==> config.mk <==
export PLATFORM = sky130hd
export DESIGN_NAME = sleep_power_ctrl
export DESIGN_NICKNAME = d
export VERILOG_FILES = /design/src/rtl/slp_pkg.sv /design/src/rtl/slp_wake_filter.sv /design/src/rtl/slp_startup_timer.sv /design/src/rtl/sleep_power_ctrl.sv
export SDC_FILE = /design/constraint.sdc
export NUM_CORES = 1
export LEC_CHECK = 0
export BUFFER_PORTS_ARGS = -buffer_cell sky130_fd_sc_hd__buf_4
export CAP_MARGIN = 0
export CELL_PAD_IN_SITES_DETAIL_PLACEMENT = 1
export CELL_PAD_IN_SITES_GLOBAL_PLACEMENT = 1
export CORE_UTILIZATION = 42
export CTS_CLUSTER_SIZE = 16
export DETAILED_ROUTE_END_ITERATION = 7
export GPL_TIMING_DRIVEN = 0
export MAX_ROUTING_LAYER = met4
export PLACE_DENSITY_LB_ADDON = 0.1
export SYNTH_ARGS = -nofsm -noshare
export SYNTH_HDL_FRONTEND = slang
export SYNTH_SLANG_ARGS = --single-unit
==> constraint.sdc <==
create_clock -name clk -period 4.9 [get_ports clk]
set_input_delay 0.98 -clock clk [delete_from_list [all_inputs] [get_ports clk]]
set_output_delay 0.98 -clock clk [all_outputs]
set_load 0.01 [all_outputs]
==> src/rtl/slp_pkg.sv <==
package slp_pkg;

    localparam int WAKE_W    = 15;
    localparam int W_EXTRST  = 0;
    localparam int W_WDRST   = 1;
    localparam int W_BOR     = 2;
    localparam int W_WDINT   = 3;
    localparam int W_TWIADR  = 4;
    localparam int W_TWIINT  = 5;
    localparam int W_T2OVF   = 6;
    localparam int W_T2CMP   = 7;
    localparam int W_ADCDONE = 8;
    localparam int W_MEMRDY  = 9;
    localparam int W_LVLHI   = 10;
    localparam int W_EXTLO   = 11;
    localparam int W_PCINT   = 12;
    localparam int W_COMP    = 13;
    localparam int W_OTHER   = 14;

    typedef enum logic [1:0] {ST_ACTIVE, ST_SLEEP, ST_STARTUP} slp_state_t;
    typedef enum logic [1:0] {MD_IDLE, MD_ADCNR, MD_PDOWN, MD_PSAVE} slp_mode_t;

    localparam logic [WAKE_W-1:0] RST_CLASS =
        (WAKE_W'(1) << W_EXTRST) | (WAKE_W'(1) << W_WDRST) | (WAKE_W'(1) << W_BOR);

    function automatic slp_mode_t decode_mode(input logic [2:0] code);
        unique case (code)
            3'd1:    return MD_ADCNR;
            3'd2:    return MD_PDOWN;
            3'd3:    return MD_PSAVE;
            default: return MD_IDLE;
        endcase
    endfunction

    function automatic logic is_deep(input slp_mode_t m);
        return (m == MD_PDOWN) || (m == MD_PSAVE);
    endfunction

    function automatic logic [WAKE_W-1:0] base_mask(input slp_mode_t m, input logic comp_off);
        logic [WAKE_W-1:0] msk;
        msk = '0;
        unique case (m)
            MD_IDLE: begin
                msk = '1;
                msk[W_COMP] = ~comp_off;
            end
            MD_ADCNR: begin
                msk = RST_CLASS;
                msk[W_WDINT]   = 1'b1;
                msk[W_TWIADR]  = 1'b1;
                msk[W_TWIINT]  = 1'b1;
                msk[W_T2OVF]   = 1'b1;
                msk[W_T2CMP]   = 1'b1;
                msk[W_ADCDONE] = 1'b1;
                msk[W_MEMRDY]  = 1'b1;
                msk[W_LVLHI]   = 1'b1;
                msk[W_PCINT]   = 1'b1;
            end
            default: begin
                msk = RST_CLASS;
                msk[W_TWIADR] = 1'b1;
                msk[W_LVLHI]  = 1'b1;
                msk[W_EXTLO]  = 1'b1;
                msk[W_PCINT]  = 1'b1;
            end
        endcase
        return msk;
    endfunction

endpackage

==> src/rtl/slp_wake_filter.sv <==
module slp_wake_filter
    import slp_pkg::*;
#(
    parameter int LVL_HOLD = 3
) (
    input  logic              clk,
    input  logic              rst_n,
    input  logic              in_sleep,
    input  logic              in_startup,
    input  slp_mode_t         mode,
    input  logic              comp_off,
    input  logic              t2_ovf_en,
    input  logic              t2_cmp_en,
    input  logic              gie,
    input  logic [WAKE_W-1:0] src,
    output logic              wake_hit,
    output logic              rst_hit
);
    localparam int LCW = $clog2(LVL_HOLD + 1);

    logic [LCW-1:0]    lvl_cnt;
    logic              lvl_ok;
    logic [WAKE_W-1:0] msk;
    logic [WAKE_W-1:0] eff;

    always_ff @(posedge clk or negedge rst_n) begin
        if (!rst_n)
            lvl_cnt <= '0;
        else if (!in_sleep || !src[W_LVLHI])
            lvl_cnt <= '0;
        else if (lvl_cnt != LCW'(LVL_HOLD - 1))
            lvl_cnt <= lvl_cnt + 1'b1;
    end

    assign lvl_ok = src[W_LVLHI] && (lvl_cnt == LCW'(LVL_HOLD - 1));

    always_comb begin
        msk = base_mask(mode, comp_off);
        if (mode == MD_PSAVE) begin
            msk[W_T2OVF] = t2_ovf_en & gie;
            msk[W_T2CMP] = t2_cmp_en & gie;
        end
        eff = src;
        eff[W_LVLHI] = lvl_ok;
    end

    assign wake_hit = in_sleep && |(eff & msk);
    assign rst_hit  = (in_sleep || in_startup) && |(src & msk & RST_CLASS);

    generate
        if (LVL_HOLD > 1) begin : g_lvl_chk
            p_lvl_hold_r10: assert property (@(posedge clk) disable iff (!rst_n)
                (in_sleep && lvl_ok) |-> $past(src[W_LVLHI]))
                else $error("level wake without hold");
        end
    endgenerate

endmodule

==> src/rtl/slp_startup_timer.sv <==
module slp_startup_timer #(
    parameter int CNT_W   = 16,
    parameter int SEL_W   = 2,
    parameter int SU_BASE = 4
) (
    input  logic             clk,
    input  logic             rst_n,
    input  logic             load,
    input  logic [SEL_W-1:0] sel,
    input  logic             abort,
    output logic             done
);
    logic [CNT_W-1:0] cnt;
    logic [CNT_W-1:0] dly;

    assign dly = CNT_W'(SU_BASE) << (2 * sel);

    always_ff @(posedge clk or negedge rst_n) begin
        if (!rst_n)
            cnt <= '0;
        else if (load)
            cnt <= dly;
        else if (abort)
            cnt <= '0;
        else if (cnt != '0)
            cnt <= cnt - 1'b1;
    end

    assign done = (cnt == CNT_W'(1)) && !abort;

    p_count_down_r9: assert property (@(posedge clk) disable iff (!rst_n)
        (cnt != '0 && !load && !abort) |=> (cnt == CNT_W'($past(cnt) - 1'b1)))
        else $error("settling counter skipped");

endmodule

==> src/rtl/sleep_power_ctrl.sv <==
module sleep_power_ctrl
    import slp_pkg::*;
#(
    parameter int LVL_HOLD = 3,
    parameter int CNT_W    = 16,
    parameter int SEL_W    = 2,
    parameter int SU_BASE  = 4
) (
    input  logic              clk,
    input  logic              rst_n,
    input  logic              sleep_req,
    input  logic              sleep_en,
    input  logic [2:0]        sleep_mode,
    input  logic              adc_en,
    input  logic              comp_off,
    input  logic              t2_run,
    input  logic              t2_ovf_en,
    input  logic              t2_cmp_en,
    input  logic              gie,
    input  logic [SEL_W-1:0]  su_sel,
    input  logic [14:0]       wake_src,
    output logic              clk_cpu_en,
    output logic              clk_io_en,
    output logic              clk_flash_en,
    output logic              clk_adc_en,
    output logic              clk_async_en,
    output logic              adc_start,
    output logic              wake_ack
);
    slp_state_t state_q, state_d;
    slp_mode_t  mode_q, mode_req;
    logic       enter, wake_hit, rst_hit, tmr_load, tmr_done;
    logic       adc_start_q, wake_ack_q;

    assign mode_req = decode_mode(sleep_mode);
    assign enter    = (state_q == ST_ACTIVE) && sleep_req && sleep_en;
    assign tmr_load = (state_q == ST_SLEEP) && wake_hit && !rst_hit && is_deep(mode_q);

    slp_wake_filter #(.LVL_HOLD(LVL_HOLD)) u_filt (
        .clk        (clk),
        .rst_n      (rst_n),
        .in_sleep   (state_q == ST_SLEEP),
        .in_startup (state_q == ST_STARTUP),
        .mode       (mode_q),
        .comp_off   (comp_off),
        .t2_ovf_en  (t2_ovf_en),
        .t2_cmp_en  (t2_cmp_en),
        .gie        (gie),
        .src        (wake_src),
        .wake_hit   (wake_hit),
        .rst_hit    (rst_hit)
    );

    slp_startup_timer #(.CNT_W(CNT_W), .SEL_W(SEL_W), .SU_BASE(SU_BASE)) u_tmr (
        .clk   (clk),
        .rst_n (rst_n),
        .load  (tmr_load),
        .sel   (su_sel),
        .abort (rst_hit),
        .done  (tmr_done)
    );

    always_comb begin
        state_d = state_q;
        unique case (state_q)
            ST_ACTIVE:  if (enter) state_d = ST_SLEEP;
            ST_SLEEP: begin
                if (rst_hit)       state_d = ST_ACTIVE;
                else if (wake_hit) state_d = is_deep(mode_q) ? ST_STARTUP : ST_ACTIVE;
            end
            ST_STARTUP: if (rst_hit || tmr_done) state_d = ST_ACTIVE;
            default:    state_d = ST_ACTIVE;
        endcase
    end

    always_ff @(posedge clk or negedge rst_n) begin
        if (!rst_n) begin
            state_q     <= ST_ACTIVE;
            mode_q      <= MD_IDLE;
            adc_start_q <= 1'b0;
            wake_ack_q  <= 1'b0;
        end else begin
            state_q     <= state_d;
            if (enter) mode_q <= mode_req;
            adc_start_q <= enter && adc_en && !is_deep(mode_req);
            wake_ack_q  <= (state_q != ST_ACTIVE) && (state_d == ST_ACTIVE);
        end
    end

    always_comb begin
        clk_cpu_en   = 1'b1;
        clk_io_en    = 1'b1;
        clk_flash_en = 1'b1;
        clk_adc_en   = 1'b1;
        clk_async_en = 1'b1;
        if (state_q != ST_ACTIVE) begin
            clk_cpu_en   = 1'b0;
            clk_flash_en = 1'b0;
            unique case (mode_q)
                MD_IDLE:  ;
                MD_ADCNR: clk_io_en = 1'b0;
                MD_PDOWN: begin
                    clk_io_en    = 1'b0;
                    clk_adc_en   = 1'b0;
                    clk_async_en = 1'b0;
                end
                MD_PSAVE: begin
                    clk_io_en    = 1'b0;
                    clk_adc_en   = 1'b0;
                    clk_async_en = t2_run;
                end
                default: ;
            endcase
        end
    end

    assign adc_start = adc_start_q;
    assign wake_ack  = wake_ack_q;

    p_ignore_req_r1: assert property (@(posedge clk) disable iff (!rst_n)
        (state_q == ST_ACTIVE && sleep_req && !sleep_en) |=> (clk_cpu_en && !wake_ack))
        else $error("request without enable was taken");

    p_adc_single_r4: assert property (@(posedge clk) disable iff (!rst_n)
        adc_start |=> !adc_start)
        else $error("conversion start longer than one cycle");

    p_pd_dark_r6: assert property (@(posedge clk) disable iff (!rst_n)
        (state_q == ST_SLEEP && mode_q == MD_PDOWN) |-> !(clk_io_en || clk_adc_en || clk_async_en))
        else $error("clock running in power-down");

    p_abort_r11: assert property (@(posedge clk) disable iff (!rst_n)
        (state_q == ST_STARTUP && rst_hit) |=> (clk_cpu_en && wake_ack))
        else $error("reset-class source did not abort settling");

    p_ack_pulse_r12: assert property (@(posedge clk) disable iff (!rst_n)
        wake_ack |=> !wake_ack)
        else $error("acknowledge longer than one cycle");

endmodule

# After elaboration in Yosys (flattened, before gate mapping)
# Index checks and enable logic that the tools add are counted.
dict set report word_totals {
  reg_bits 24
  in_bits 30
  output_inout_bits 7
}
dict set report op_classes {
  n_addsub 2
  n_eq_ne 13
  shifts 1
  muxes 21
  bitwise_logic 5
  n_reduce_logical 32
}
# operator n
set op_table {}
lappend op_table {{16-bit two-way mux} 3}
lappend op_table {{15-bit case mux with 2 select lines} 1}
lappend op_table {{16-bit by 1-bit == test with 1-bit output, second input constant} 1}
lappend op_table {{2-bit two-way mux} 8}
lappend op_table {{16-bit nonzero test} 1}
lappend op_table {{3-bit by 3-bit << shifter with 16-bit output, first input constant} 1}
lappend op_table {{16-bit by 1-bit subtractor with 16-bit output, second input constant} 1}
lappend op_table {{15-bit bitwise AND} 1}
lappend op_table {{15-bit OR reduction} 1}
lappend op_table {{2-bit == test, second input constant} 6}
lappend op_table {{1-bit logical AND} 12}
lappend op_table {{2-bit case mux with 3 select lines} 2}
lappend op_table {{3-bit by 2-bit == test with 1-bit output, second input constant} 2}
lappend op_table {{2-bit logical NOT} 3}
lappend op_table {{1-bit two-way mux} 6}
lappend op_table {{3-bit OR reduction} 2}
lappend op_table {{1-bit logical OR} 5}
lappend op_table {{2-bit by 1-bit == test with 1-bit output, second input constant} 2}
lappend op_table {{1-bit logical NOT} 4}
lappend op_table {{2-bit nonzero test} 2}
lappend op_table {{3-bit bitwise AND} 1}
lappend op_table {{3-bit by 1-bit == test with 1-bit output, second input constant} 1}
lappend op_table {{3-bit nonzero test} 1}
lappend op_table {{2-bit by 1-bit adder with 2-bit output, second input constant} 1}
lappend op_table {{5 further kinds} 6}

# Logic depth before layout (Yosys ltp)
# Gate-level depths: netlist of run 1.
dict set report depth {
  word_depth 12
  mapped_depth 8
  depth_no_buf 7
}

# Cells and area by module
# From an unflattened synthesis of run 1, not the netlist that was laid out.
dict set report hier_totals {
  hier_cells 164
  area_unflattened_um2 1520.2
}
# mod instances cells_per_inst area_each_um2 seq_area_each_um2
set by_module_without_submodules {}
lappend by_module_without_submodules {slp_startup_timer 1 106 977.2 400.4}
lappend by_module_without_submodules {sleep_power_ctrl 1 32 354.1 150.1}
lappend by_module_without_submodules {slp_wake_filter 1 26 188.9 50.0}

# Worst setup path before layout of run 1
# OpenSTA, ideal clock, no wires.
dict set report synth_timing {
  kind {input -> register}
  startpoint {input t2_ovf_en}
  endpoint {register u_tmr.cnt[0]}
  setup_time_ns 0.132
  t_arrival_ns 2.038
  t_required_ns 4.768
  slack_ns 2.730
  stages 6
  n_path_buf 1
  cell_sequence {nand2b_1 > a22oi_1 > o211a_1 > o21ai_1 > clkbuf_1 > nor2_1}
}
dict set report synth_between {
  elab_chain_len 9
  word_cells_on_any_way 10
}
# item line
set synth_rtl {}
lappend synth_rtl {{from (decl)} sleep_power_ctrl.sv:17} ;# input logic t2_ovf_en,
lappend synth_rtl {{1-bit bitwise AND (*)} slp_wake_filter.sv:40} ;# msk[W_T2OVF] = t2_ovf_en & gie;
lappend synth_rtl {{2-bit two-way mux (*)} slp_wake_filter.sv:39} ;# if (mode == MD_PSAVE) begin
lappend synth_rtl {{15-bit bitwise AND (*)} slp_wake_filter.sv:47} ;# assign wake_hit = in_sleep && |(eff & msk);
lappend synth_rtl {{15-bit OR reduction (*)} slp_wake_filter.sv:47}
lappend synth_rtl {{1-bit logical AND (*)} slp_wake_filter.sv:47}
lappend synth_rtl {{1-bit logical AND (*) (3 in series)} sleep_power_ctrl.sv:37} ;# assign tmr_load = (state_q == ST_SLEEP) && wake_hit && !rst_hit && is_deep(mode_q);
lappend synth_rtl {{3-bit nonzero test (no source line) or 16-bit two-way mux (tied branches)} --}
lappend synth_rtl {{to (signal assigned)} slp_startup_timer.sv:22} ;# cnt <= dly;
lappend synth_rtl {{to (signal assigned)} slp_startup_timer.sv:26} ;# cnt <= cnt - 1'b1;
lappend synth_rtl {{to (decl)} slp_startup_timer.sv:13} ;# logic [CNT_W-1:0] cnt;
# Mark *: on every way between the ends. The rest lies on a longest branch, timed or not.
# A chain may end at the register's enable or synchronous reset.

# Final worst setup path of run 1
dict set report layout_timing {
  startpoint {register state_q[0]}
  endpoint {output clk_async_en}
}
dict set report layout_between {
  elab_chain_len 2
}
# item line
set layout_rtl {}
lappend layout_rtl {{from (decl)} sleep_power_ctrl.sv:30} ;# slp_state_t state_q, state_d;
lappend layout_rtl {{from (signal assigned)} sleep_power_ctrl.sv:83} ;# state_q <= state_d;
lappend layout_rtl {{2-bit nonzero test} sleep_power_ctrl.sv:96} ;# if (state_q != ST_ACTIVE) begin
lappend layout_rtl {{1-bit two-way mux} sleep_power_ctrl.sv:96}
lappend layout_rtl {{to (decl)} sleep_power_ctrl.sv:26} ;# output logic clk_async_en,
# No other way between the ends.

==> run_results.csv, run 1 <==
group,metric,value,unit
run_status,status,"complete, no violations",
timing,fin_setup_tns,0,ns
setup_path,slowest_stage,"dfrtp_1",
timing,finalMaxSlewViolations,0,
global_routing,overflow,0,
placement,dp_hpwl,2.80,mm
setup_path,crit_path_max_fanout,5,
clock_tree,numCtsBuffers,3,
final_layout,layout_common_cells,"37 x buf_4, 24 x dfrtp_1, 21 x nor2_1",
run,max_cap_violations,0,
global_routing,grt.busiest_layer,"met2",
floorplan,die_h,61.0,µm
global_routing,grtUsageTotal,21.8,%
clock_tree,cts_hold_buf,0,
final_layout,area_growth_syn_to_layout,24.9,%
placement,dpl-instance-area,1790,µm²
timing,hold_viol,0,
setup_path,crit_chain,"inv_1, ha_1, inv_1, nand2_1, a21o_1, buf_4",
global_routing,first_global_vias,1358,
setup_path,cp_top_family,"flip-flops",
detailed_routing,ant_nets,0,
detailed_routing,drc,0,
floorplan,fp.dieW,61.0,µm
final_layout,fill_cells,411,
clock_tree,clk_latency,0.32,ns
floorplan,fp.dieArea,3720,µm²
global_routing,use_met1,24.6,%
power_and_ir_drop,power.leakage,0.854,nW
yosys,ys_ff_latch,24,
floorplan,ios,37,
power_and_ir_drop,intPower,587,µW
yosys,synth-edff-count,0,
clock_tree,cts_resized,0,
clock_tree,clk_pin_slew,0.14,ns
final_layout,nets,236,
floorplan,initial_core_util,43.8,%
detailed_routing,first_iter_violations,28,
yosys,synthArstFlopShare,100,%
placement,place.gp.congestion,0.830,
detailed_routing,vias,1321,
detailed_routing,via_per_inst,5.41,
final_layout,layout_commonest_cell,"buf_4",
yosys,yosysSeqAreaShare,41.1,%
hold_path,hold_path_class,"in -> async",
yosys,syn_nets,195,
power_and_ir_drop,p_sw_share,44.4,%
global_routing,antenna_found_initial,0,
global_routing,grt_pass1_wl,5.85,mm
yosys,yosysWarnings,0,
yosys,synth_area,1460,µm²
global_routing,use_met2,40.0,%
clock_tree,cts.sinks,24,
power_and_ir_drop,vdd_drop_max,0.000258,V
global_routing,grt_max_degree,25,
clock_tree,cts_root_buffer,"clkbuf_4",
setup_path,worst_path_most_repeated_cell,"inv_1",
power_and_ir_drop,seqPwrFrac,32.3,%
clock_tree,postCtsSetupRepairBufs,0,
setup_path,crit_cells,6,
timing,rsz0062_at_grt,"no",
final_layout,drive_gt1_share,24.7,%
setup_path,critical_path_class,"reg -> out",
floorplan,fp.coreArea,3340,µm²
timing,clock_skew,0.0112,ns
setup_path,cp.buffers_inverters,3,
yosys,synthCells,158,
setup_path,cp-end-kind,"primary output",
yosys,avgSynthCellArea,9.24,µm²
global_routing,grt_use_met3,2.99,%
floorplan,rows,21,
placement,portBuffers,36,
timing,setup_viol_count_final,0,
clock_tree,cts_buffer_depth,2,
timing,finalCriticalPeriod,2.63,ns
final_layout,fin_area,1820,µm²
yosys,synth_ff_type,"dfrtp_1",
detailed_routing,finalWirelength,3.47,mm
setup_path,setup.worst_path.start_class,"flop",
power_and_ir_drop,comb_power_share,57.6,%
clock_tree,cts_tree,"done",
setup_path,cpPeakStageDelay,0.43,ns
final_layout,multiInputGateArea,810,µm²
setup_path,arrival,1.65,ns
timing,slew_headroom,62.2,%
setup_path,cp.required,3.92,ns
power_and_ir_drop,powerDensity,579,nW/µm²
detailed_routing,wl_per_cell,14.2,µm
power_and_ir_drop,p_switching,470,µW
setup_path,reg2reg_depth,5,
yosys,synth.distinct_cells,42,
timing,fin_crit_sh,53.6,%
final_layout,antenna_cells,0,
timing,worstMarginPinSlew,0.561,ns
power_and_ir_drop,p_clk_share,10.1,%
detailed_routing,firstDrtPassIters,4,
clock_tree,h-tree-depth,1,
final_layout,ff_latch_area,601,µm²
timing,fmax,381,MHz
-- cells by family (layout without fill, tap and decap cells) --
kind of cell	Yosys count	in the layout	synth area share, %
adder cells (fa/ha/maj)	7	7	6.00
flip-flops	24	24	41.1
AND/OR/NAND/NOR	68	68	23.7
AO/OA/AOI/OAI	32	32	16.7
buffers and inverters	12	52	3.43
XOR/XNOR	15	15	9.00
-- cells in the mapped netlist (2+ instances only) --
cell type | instances | area share, %
a21oi_1 | 3 | 1.0
xor2_1 | 2 | 1.2
o21ai_0 | 4 | 1.4
nor2b_1 | 3 | 1.3
a221oi_1 | 2 | 1.2
nand2_1 | 17 | 4.4
o32ai_1 | 3 | 1.8
xnor2_1 | 13 | 7.8
or3_1 | 2 | 0.86
clkbuf_1 | 2 | 0.51
ha_1 | 7 | 6.0
o31ai_1 | 2 | 1.0
a31oi_1 | 2 | 0.86
nor2_1 | 21 | 5.4
nor3_1 | 7 | 2.4
or4_1 | 2 | 1.0
inv_1 | 8 | 2.1
o21bai_1 | 2 | 1.0
a22oi_1 | 2 | 1.0
dfrtp_1 | 24 | 41
nor4_1 | 4 | 1.7
nand3_1 | 3 | 1.0
nand2b_1 | 4 | 1.7
-- per-stage QoR --
step           std cells  util [%]  total power, mW  hold WS (ns)  setup slack, ns
2_1_floorplan        158         -            0.773         0.488             2.73
3_3_place_gp         240      53.6            0.919         0.501             2.36
3_5_place_dp         240      53.6            0.957         0.530             2.29
4_1_cts              244      54.7             1.07         0.540             2.26
5_1_grt              244      54.7             1.15         0.535             2.17
6_report             244      54.7             1.06         0.527             2.27
-- power by group through the flow --
stage	sequential, mW	combinational, mW	clock, mW
finish	0.341	0.609	0.107
floorplan	0.327	0.446	0
detailed placement	0.344	0.612	0
global placement	0.337	0.582	0
CTS	0.340	0.620	0.108
global route	0.350	0.679	0.119
-- layer usage --
metal | vias up | routed length [µm]
met5 | - | 0
met2 | 32 | 1840
met1 | 642 | 1450
met3 | 4 | 145
li1 | 643 | -
met4 | 0 | 36
-- layout make-up --
| cell class | count | share of cell area (%) |
|---|---|---|
| flip-flops and latches | 24 | 32.9 |
| well taps | 46 | 3.16 |
| clock buffers | 4 | 1.99 |
| multi-input cells | 122 | 44.4 |
| repair buffers | 36 | 14.8 |
| inverters | 8 | 1.65 |
| plain buffers | 4 | 1.10 |
-- worst paths after layout --
kind / end / from / slack (ns)
setup reg to reg: u_tmr.cnt[3] / u_tmr.cnt[11] / 2.81
max in group asynchronous: u_tmr.cnt[15] / rst_n / 4.13
hold reg to reg: u_tmr.cnt[10] / u_tmr.cnt[10] / 0.56
hold / removal: u_tmr.cnt[2] / rst_n / 0.53
min in group clk: u_tmr.cnt[10] / u_tmr.cnt[10] / 0.56
setup / recovery: clk_async_en / state_q[0] / 2.27
-- worst register-to-register path: stages (launching register included) --
cell	delay (ns)
dfrtp_1	0.45
or4_4	0.59
nor4b_4	0.50
a2111oi_1	0.20
xnor2_1	0.18
nor2_1	0.05
-- flip-flops by register name, indices dropped and copies added (netlist names) --
signal          cells
state_q             2
wake_ack            1
u_tmr.cnt          16
adc_start           1
mode_q              2
u_filt.lvl_cnt      2
No activity file was read; power rests on OpenSTA's default activity.
==> run 2: changes to the inputs <==
--- a/config.mk
+++ b/config.mk
@@ -9,7 +9,7 @@
 export CAP_MARGIN = 0
 export CELL_PAD_IN_SITES_DETAIL_PLACEMENT = 1
 export CELL_PAD_IN_SITES_GLOBAL_PLACEMENT = 1
-export CORE_UTILIZATION = 42
+export CORE_UTILIZATION = 39
 export CTS_CLUSTER_SIZE = 16
 export DETAILED_ROUTE_END_ITERATION = 7
 export GPL_TIMING_DRIVEN = 0
==> constraint.sdc (replaced) <==
create_clock -name clk -period 2.8 [get_ports clk]
set_input_delay 0.56 -clock clk [delete_from_list [all_inputs] [get_ports clk]]
set_output_delay 0.56 -clock clk [all_outputs]
set_load 0.01 [all_outputs]
==> run 2 against run 1 <==
Net effect:
- highest routed layer unchanged
- setup slack got worse by 1.6 ns
- global-route usage fell by 1.6 points
- register-to-register slack got worse by 2.2 ns
- wire length grew 1.8%
- critical endpoint is now u_tmr.cnt[14]
- power is 76% higher
- combinational power grew 74%
- largest cell class unchanged
- critical path depth is 2 higher
- sequential share of layout area fell by 0.090 points
- clock skew decreased by 0.0097 ns
==> run_results.csv, run 2 (synthesized netlist as in run 1, its figures left out) <==
group,metric,value,unit
run_status,status,"complete, no violations",
timing,clock_skew,0.00153,ns
setup_path,setup.worst_path.start_class,"flop",
timing,finalMaxSlewViolations,0,
power_and_ir_drop,p_sw_share,43.7,%
clock_tree,cts_tree,"done",
final_layout,multiInputGateArea,810,µm²
power_and_ir_drop,powerDensity,1010,nW/µm²
final_layout,layout_commonest_cell,"buf_4",
timing,fin_crit_sh,77.4,%
final_layout,fill_cells,415,
placement,dpl-instance-area,1790,µm²
timing,finalCriticalPeriod,2.17,ns
timing,hold_viol,0,
final_layout,drive_gt1_share,24.4,%
timing,rsz0062_at_grt,"no",
global_routing,overflow,0,
detailed_routing,vias,1313,
final_layout,layout_common_cells,"37 x buf_4, 24 x dfrtp_1, 21 x nor2_1",
setup_path,critical_path_class,"reg -> reg",
final_layout,stdcell_count,243,
final_layout,fin_area,1830,µm²
final_layout,ff_latch_area,601,µm²
clock_tree,clk_pin_slew,0.08,ns
timing,fmax,461,MHz
final_layout,nets,236,
global_routing,antenna_found_initial,0,
timing,worstMarginPinSlew,0.552,ns
global_routing,use_met1,25.1,%
power_and_ir_drop,total_power,1.85,mW
power_and_ir_drop,power.leakage,0.855,nW
clock_tree,postCtsSetupRepairBufs,0,
setup_path,cp_top_family,"compound AO/OA/AOI/OAI gates",
detailed_routing,wl_per_cell,14.5,µm
detailed_routing,first_iter_violations,70,
setup_path,crit_chain,"inv_1, ha_1, a211o_1, a21oi_1, o211a_1, o21ai_1, clkbuf_1, nor2_1",
floorplan,fp.dieArea,3990,µm²
setup_path,cp.buffers_inverters,2,
setup_path,crit_path_max_fanout,10,
floorplan,rows,21,
detailed_routing,firstDrtPassIters,4,
timing,fin_setup_tns,0,ns
global_routing,grtUsageTotal,20.2,%
hold_path,hold_path_class,"in -> async",
final_layout,area_growth_syn_to_layout,25.3,%
detailed_routing,drc,0,
floorplan,die_h,63.2,µm
power_and_ir_drop,p_clk_share,10.7,%
global_routing,grt_pass1_wl,6.27,mm
setup_path,slowest_stage,"clkbuf_1",
detailed_routing,finalWirelength,3.53,mm
setup_path,cp-end-kind,"flop",
clock_tree,numCtsBuffers,3,
final_layout,largest_reg_flops,16,
global_routing,grt.busiest_layer,"met2",
power_and_ir_drop,seqPwrFrac,31.9,%
detailed_routing,via_per_inst,5.40,
placement,dp_cells,240,
global_routing,grt_use_met3,2.54,%
setup_path,arrival,2.29,ns
global_routing,grt_max_degree,25,
final_layout,top_register,"u_tmr.cnt",
timing,slew_headroom,62.9,%
setup_path,cp.required,2.93,ns
placement,place.gp.congestion,0.806,
detailed_routing,ant_nets,0,
clock_tree,cts_buffer_depth,2,
global_routing,use_met2,34.7,%
timing,setup_viol_count_final,0,
clock_tree,clk_latency,0.26,ns
clock_tree,cts_root_buffer,"clkbuf_8",
placement,portBuffers,36,
power_and_ir_drop,p_switching,810,µW
placement,dp_hpwl,2.86,mm
clock_tree,cts_hold_buf,0,
floorplan,initial_core_util,42.1,%
global_routing,first_global_vias,1386,
power_and_ir_drop,intPower,1.04,mW
clock_tree,cts.sinks,24,
run,max_cap_violations,0,
floorplan,fp.coreArea,3470,µm²
clock_tree,cts_resized,0,
setup_path,cpPeakStageDelay,0.44,ns
clock_tree,h-tree-depth,1,
final_layout,antenna_cells,0,
power_and_ir_drop,comb_power_share,57.4,%
floorplan,ios,37,
floorplan,fp.dieW,63.2,µm
power_and_ir_drop,vdd_drop_max,0.000384,V
==> run 2: changes by cell type in the layout (fill, tap and decap cells not counted) <==
cell	before	now
clkbuf_4	3	0
clkbuf_8	1	3
==> run 2: final cells by class <==
class	count	area share (%)
multi-input combinational	122	44.3
sequential	24	32.8
timing repair buffer	36	14.8
tap	46	3.15
clock buffer	3	2.26
inverter	8	1.64
buffer	4	1.09
==> run 2: power groups by stage <==
stage / Clock (mW) / Sequential (mW) / Combinational (mW)
2_1_floorplan: 0 / 0.572 / 0.780
3_3_place_gp: 0 / 0.591 / 1.02
3_5_place_dp: 0 / 0.599 / 1.07
4_1_cts: 0.204 / 0.593 / 1.08
5_1_grt: 0.218 / 0.613 / 1.20
6_report: 0.198 / 0.592 / 1.06
==> run 2: per-stage QoR <==
| stage | hold WS [ns] | utilization [%] | setup slack, ns |
|---|---|---|---|
| after global routing | 0.204 | 52.7 | 0.402 |
| after CTS | 0.195 | 52.7 | 0.586 |
| after floorplan | 0.264 | - | 0.938 |
| after global placement | 0.478 | 51.6 | 0.655 |
| after detailed placement | 0.479 | 51.6 | 0.568 |
| final | 0.182 | 52.7 | 0.633 |
==> run 2: layer usage <==
| layer | up-vias | part of all wire [%] |
|---|---|---|
| met2 | 35 | 49 |
| met5 | - | 0 |
| li1 | 643 | - |
| met4 | 0 | 1.7 |
| met3 | 4 | 3.7 |
| met1 | 631 | 45 |
==> run 2: worst paths after layout <==
| path | from | endpoint | slack (ns) | depth (start not counted) |
|---|---|---|---|---|
| min in group clk | adc_en | adc_start | 0.52 | 3 |
| max | u_filt.lvl_cnt[0] | u_tmr.cnt[14] | 0.63 | 8 |
| max in group asynchronous | rst_n | mode_q[1] | 2.38 | 1 |
| max reg2reg | u_filt.lvl_cnt[0] | u_tmr.cnt[14] | 0.63 | 8 |
| min reg2reg | u_filt.lvl_cnt[1] | u_filt.lvl_cnt[1] | 0.55 | 2 |
| min | rst_n | u_tmr.cnt[12] | 0.18 | 1 |
==> run 3: changes to the inputs <==
==> constraint.sdc (replaced) <==
create_clock -name clk -period 2 [get_ports clk]
set_input_delay 0.4 -clock clk [delete_from_list [all_inputs] [get_ports clk]]
set_output_delay 0.4 -clock clk [all_outputs]
set_load 0.01 [all_outputs]
==> run 3 against run 2 <==
Net effect:
- count of clock-buffer cells in the layout unchanged
- combinational power increased by 70%
- global-route usage increased by 0.25 points
- sequential cell count unchanged
- critical path depth decreased by 3
- core utilization increased by 3.8 points
- cell count increased by 2.1%
- worst hold slack got worse by 0.15 ns
- design area increased by 7.3%
- largest cell class unchanged
==> run_results.csv, run 3 (synthesized netlist as in run 1, its figures left out) <==
group,metric,value,unit
setup_path,crit_start,"u_tmr.cnt[5]",
setup_path,setup.worst_path.start_class,"flop",
final_layout,antenna_cells,0,
detailed_routing,first_iter_violations,45,
final_layout,multiInputGateArea,887,µm²
global_routing,antenna_found_initial,0,
setup_path,critical_path_class,"reg -> reg",
global_routing,first_global_vias,1397,
final_layout,top_register,"u_tmr.cnt",
setup_path,arrival,2.13,ns
hold_path,hold_path_class,"in -> async",
clock_tree,cts_tree,"done",
timing,hold_ws,0.0289,ns
setup_path,cp-end-kind,"flop",
setup_path,cp.required,2.20,ns
detailed_routing,finalWirelength,3.80,mm
timing,fmax,517,MHz
floorplan,ios,37,
timing,finalMaxSlewViolations,0,
detailed_routing,via_per_inst,5.38,
run,max_cap_violations,0,
final_layout,layout_common_cells,"41 x buf_4, 22 x dfrtp_1, 20 x nor2_1",
setup_path,reg2reg_from,"u_tmr.cnt[5]",
power_and_ir_drop,total_power,2.93,mW
floorplan,fp.dieW,63.2,µm
timing,finalCriticalPeriod,1.93,ns
timing,hold_viol,0,
setup_path,reg2reg_depth,5,
placement,dp_hpwl,2.86,mm
final_layout,area_growth_syn_to_layout,34.4,%
global_routing,grt_max_degree,25,
clock_tree,cts.sinks,24,
clock_tree,clk_pin_slew,0.08,ns
power_and_ir_drop,vdd_drop_max,0.000496,V
floorplan,die_h,63.2,µm
floorplan,fp.coreArea,3470,µm²
global_routing,overflow,0,
clock_tree,cts_hold_buf,0,
timing,slew_headroom,65.1,%
floorplan,initial_core_util,42.1,%
timing,setup_viol_count_final,0,
timing,worstMarginPinSlew,0.519,ns
final_layout,ff_latch_area,603,µm²
final_layout,fill_cells,408,
floorplan,rows,21,
placement,place.gp.congestion,0.806,
final_layout,nets,241,
timing,fin_crit_sh,96.7,%
detailed_routing,ant_nets,0,
timing,clock_skew,0.00222,ns
clock_tree,numCtsBuffers,3,
setup_path,reg2reg_to,"wake_ack",
clock_tree,h-tree-depth,1,
setup_path,crit_path_max_fanout,3,
detailed_routing,drc,0,
final_layout,drive_gt1_share,33.7,%
final_layout,largest_reg_flops,16,
detailed_routing,wl_per_cell,15.3,µm
global_routing,grt_pass1_wl,6.35,mm
clock_tree,clk_latency,0.26,ns
final_layout,layout_commonest_cell,"buf_4",
detailed_routing,firstDrtPassIters,3,
clock_tree,cts_root_buffer,"clkbuf_8",
run_status,status,"complete, no violations",
global_routing,grtUsageTotal,20.5,%
detailed_routing,vias,1334,
power_and_ir_drop,powerDensity,1500,nW/µm²
power_and_ir_drop,power.leakage,0.887,nW
placement,portBuffers,36,
floorplan,fp.dieArea,3990,µm²
clock_tree,cts_buffer_depth,2,
setup_path,r2r_slack,0.07,ns
timing,fin_setup_tns,0,ns
## run 3: worst max-delay path by stage
stage / to / slack [ns] / cells after the start
2_1_floorplan: u_tmr.cnt[3] / 0.14 / 5
3_3_place_gp: u_tmr.cnt[5] / -0.09 / 7
3_5_place_dp: u_tmr.cnt[14] / -0.18 / 7
4_1_cts: u_tmr.cnt[3] / 0.01 / 7
5_1_grt: wake_ack / -0.004 / 5
6_report: wake_ack / 0.07 / 5
## run 3: power breakdown
group,leakage [nW],internal [mW],switching (mW)
clock,0.0216,0.134,0.139
sequential,0.316,0.659,0.202
combinational,0.549,0.865,0.936
## run 3: repair_timing
action                     CTS  global route
buffers inserted             2             3
gates resized for setup      6            16
pin swaps                    1             2
setup endpoints to repair   16            13
## run 3: routing by layer
metal  global-route usage, %  share of wire [%]  wire (µm)
met5                       -                  0          0
met4                    5.11                1.6         60
met3                    2.54                3.3        127
met2                    34.8                 50       1880
met1                    25.7                 46       1730
## run 3: worst max-delay path: stages (launching register included)
cell and delay [ns]:
dfrtp_1 0.42, or4_4 0.57, nor3_4 0.24, a31oi_1 0.14
a31oi_2 0.27, o221a_2 0.23
## run 3: final cells by class
| class | count | area share (%) |
|---|---|---|
| Clock buffer | 3 | 2.10 |
| Multi-Input combinational cell | 122 | 45.2 |
| Inverter | 8 | 1.53 |
| Sequential cell | 24 | 30.7 |
| Tap cell | 46 | 2.93 |
| Buffer | 4 | 1.59 |
| Timing Repair Buffer | 41 | 15.9 |
## run 3: through the flow
| stage | util [%] | area (µm²) | setup slack [ns] | cells |
|---|---|---|---|---|
| 2_1_floorplan | - | 1460 | 0.138 | 158 |
| 3_3_place_gp | 51.6 | 1790 | -0.0899 | 240 |
| 3_5_place_dp | 51.6 | 1790 | -0.185 | 240 |
| 4_1_cts | 53.9 | 1870 | 0.0142 | 245 |
| 5_1_grt | 56.6 | 1960 | -0.00357 | 248 |
| 6_report | 56.6 | 1960 | 0.0669 | 248 |
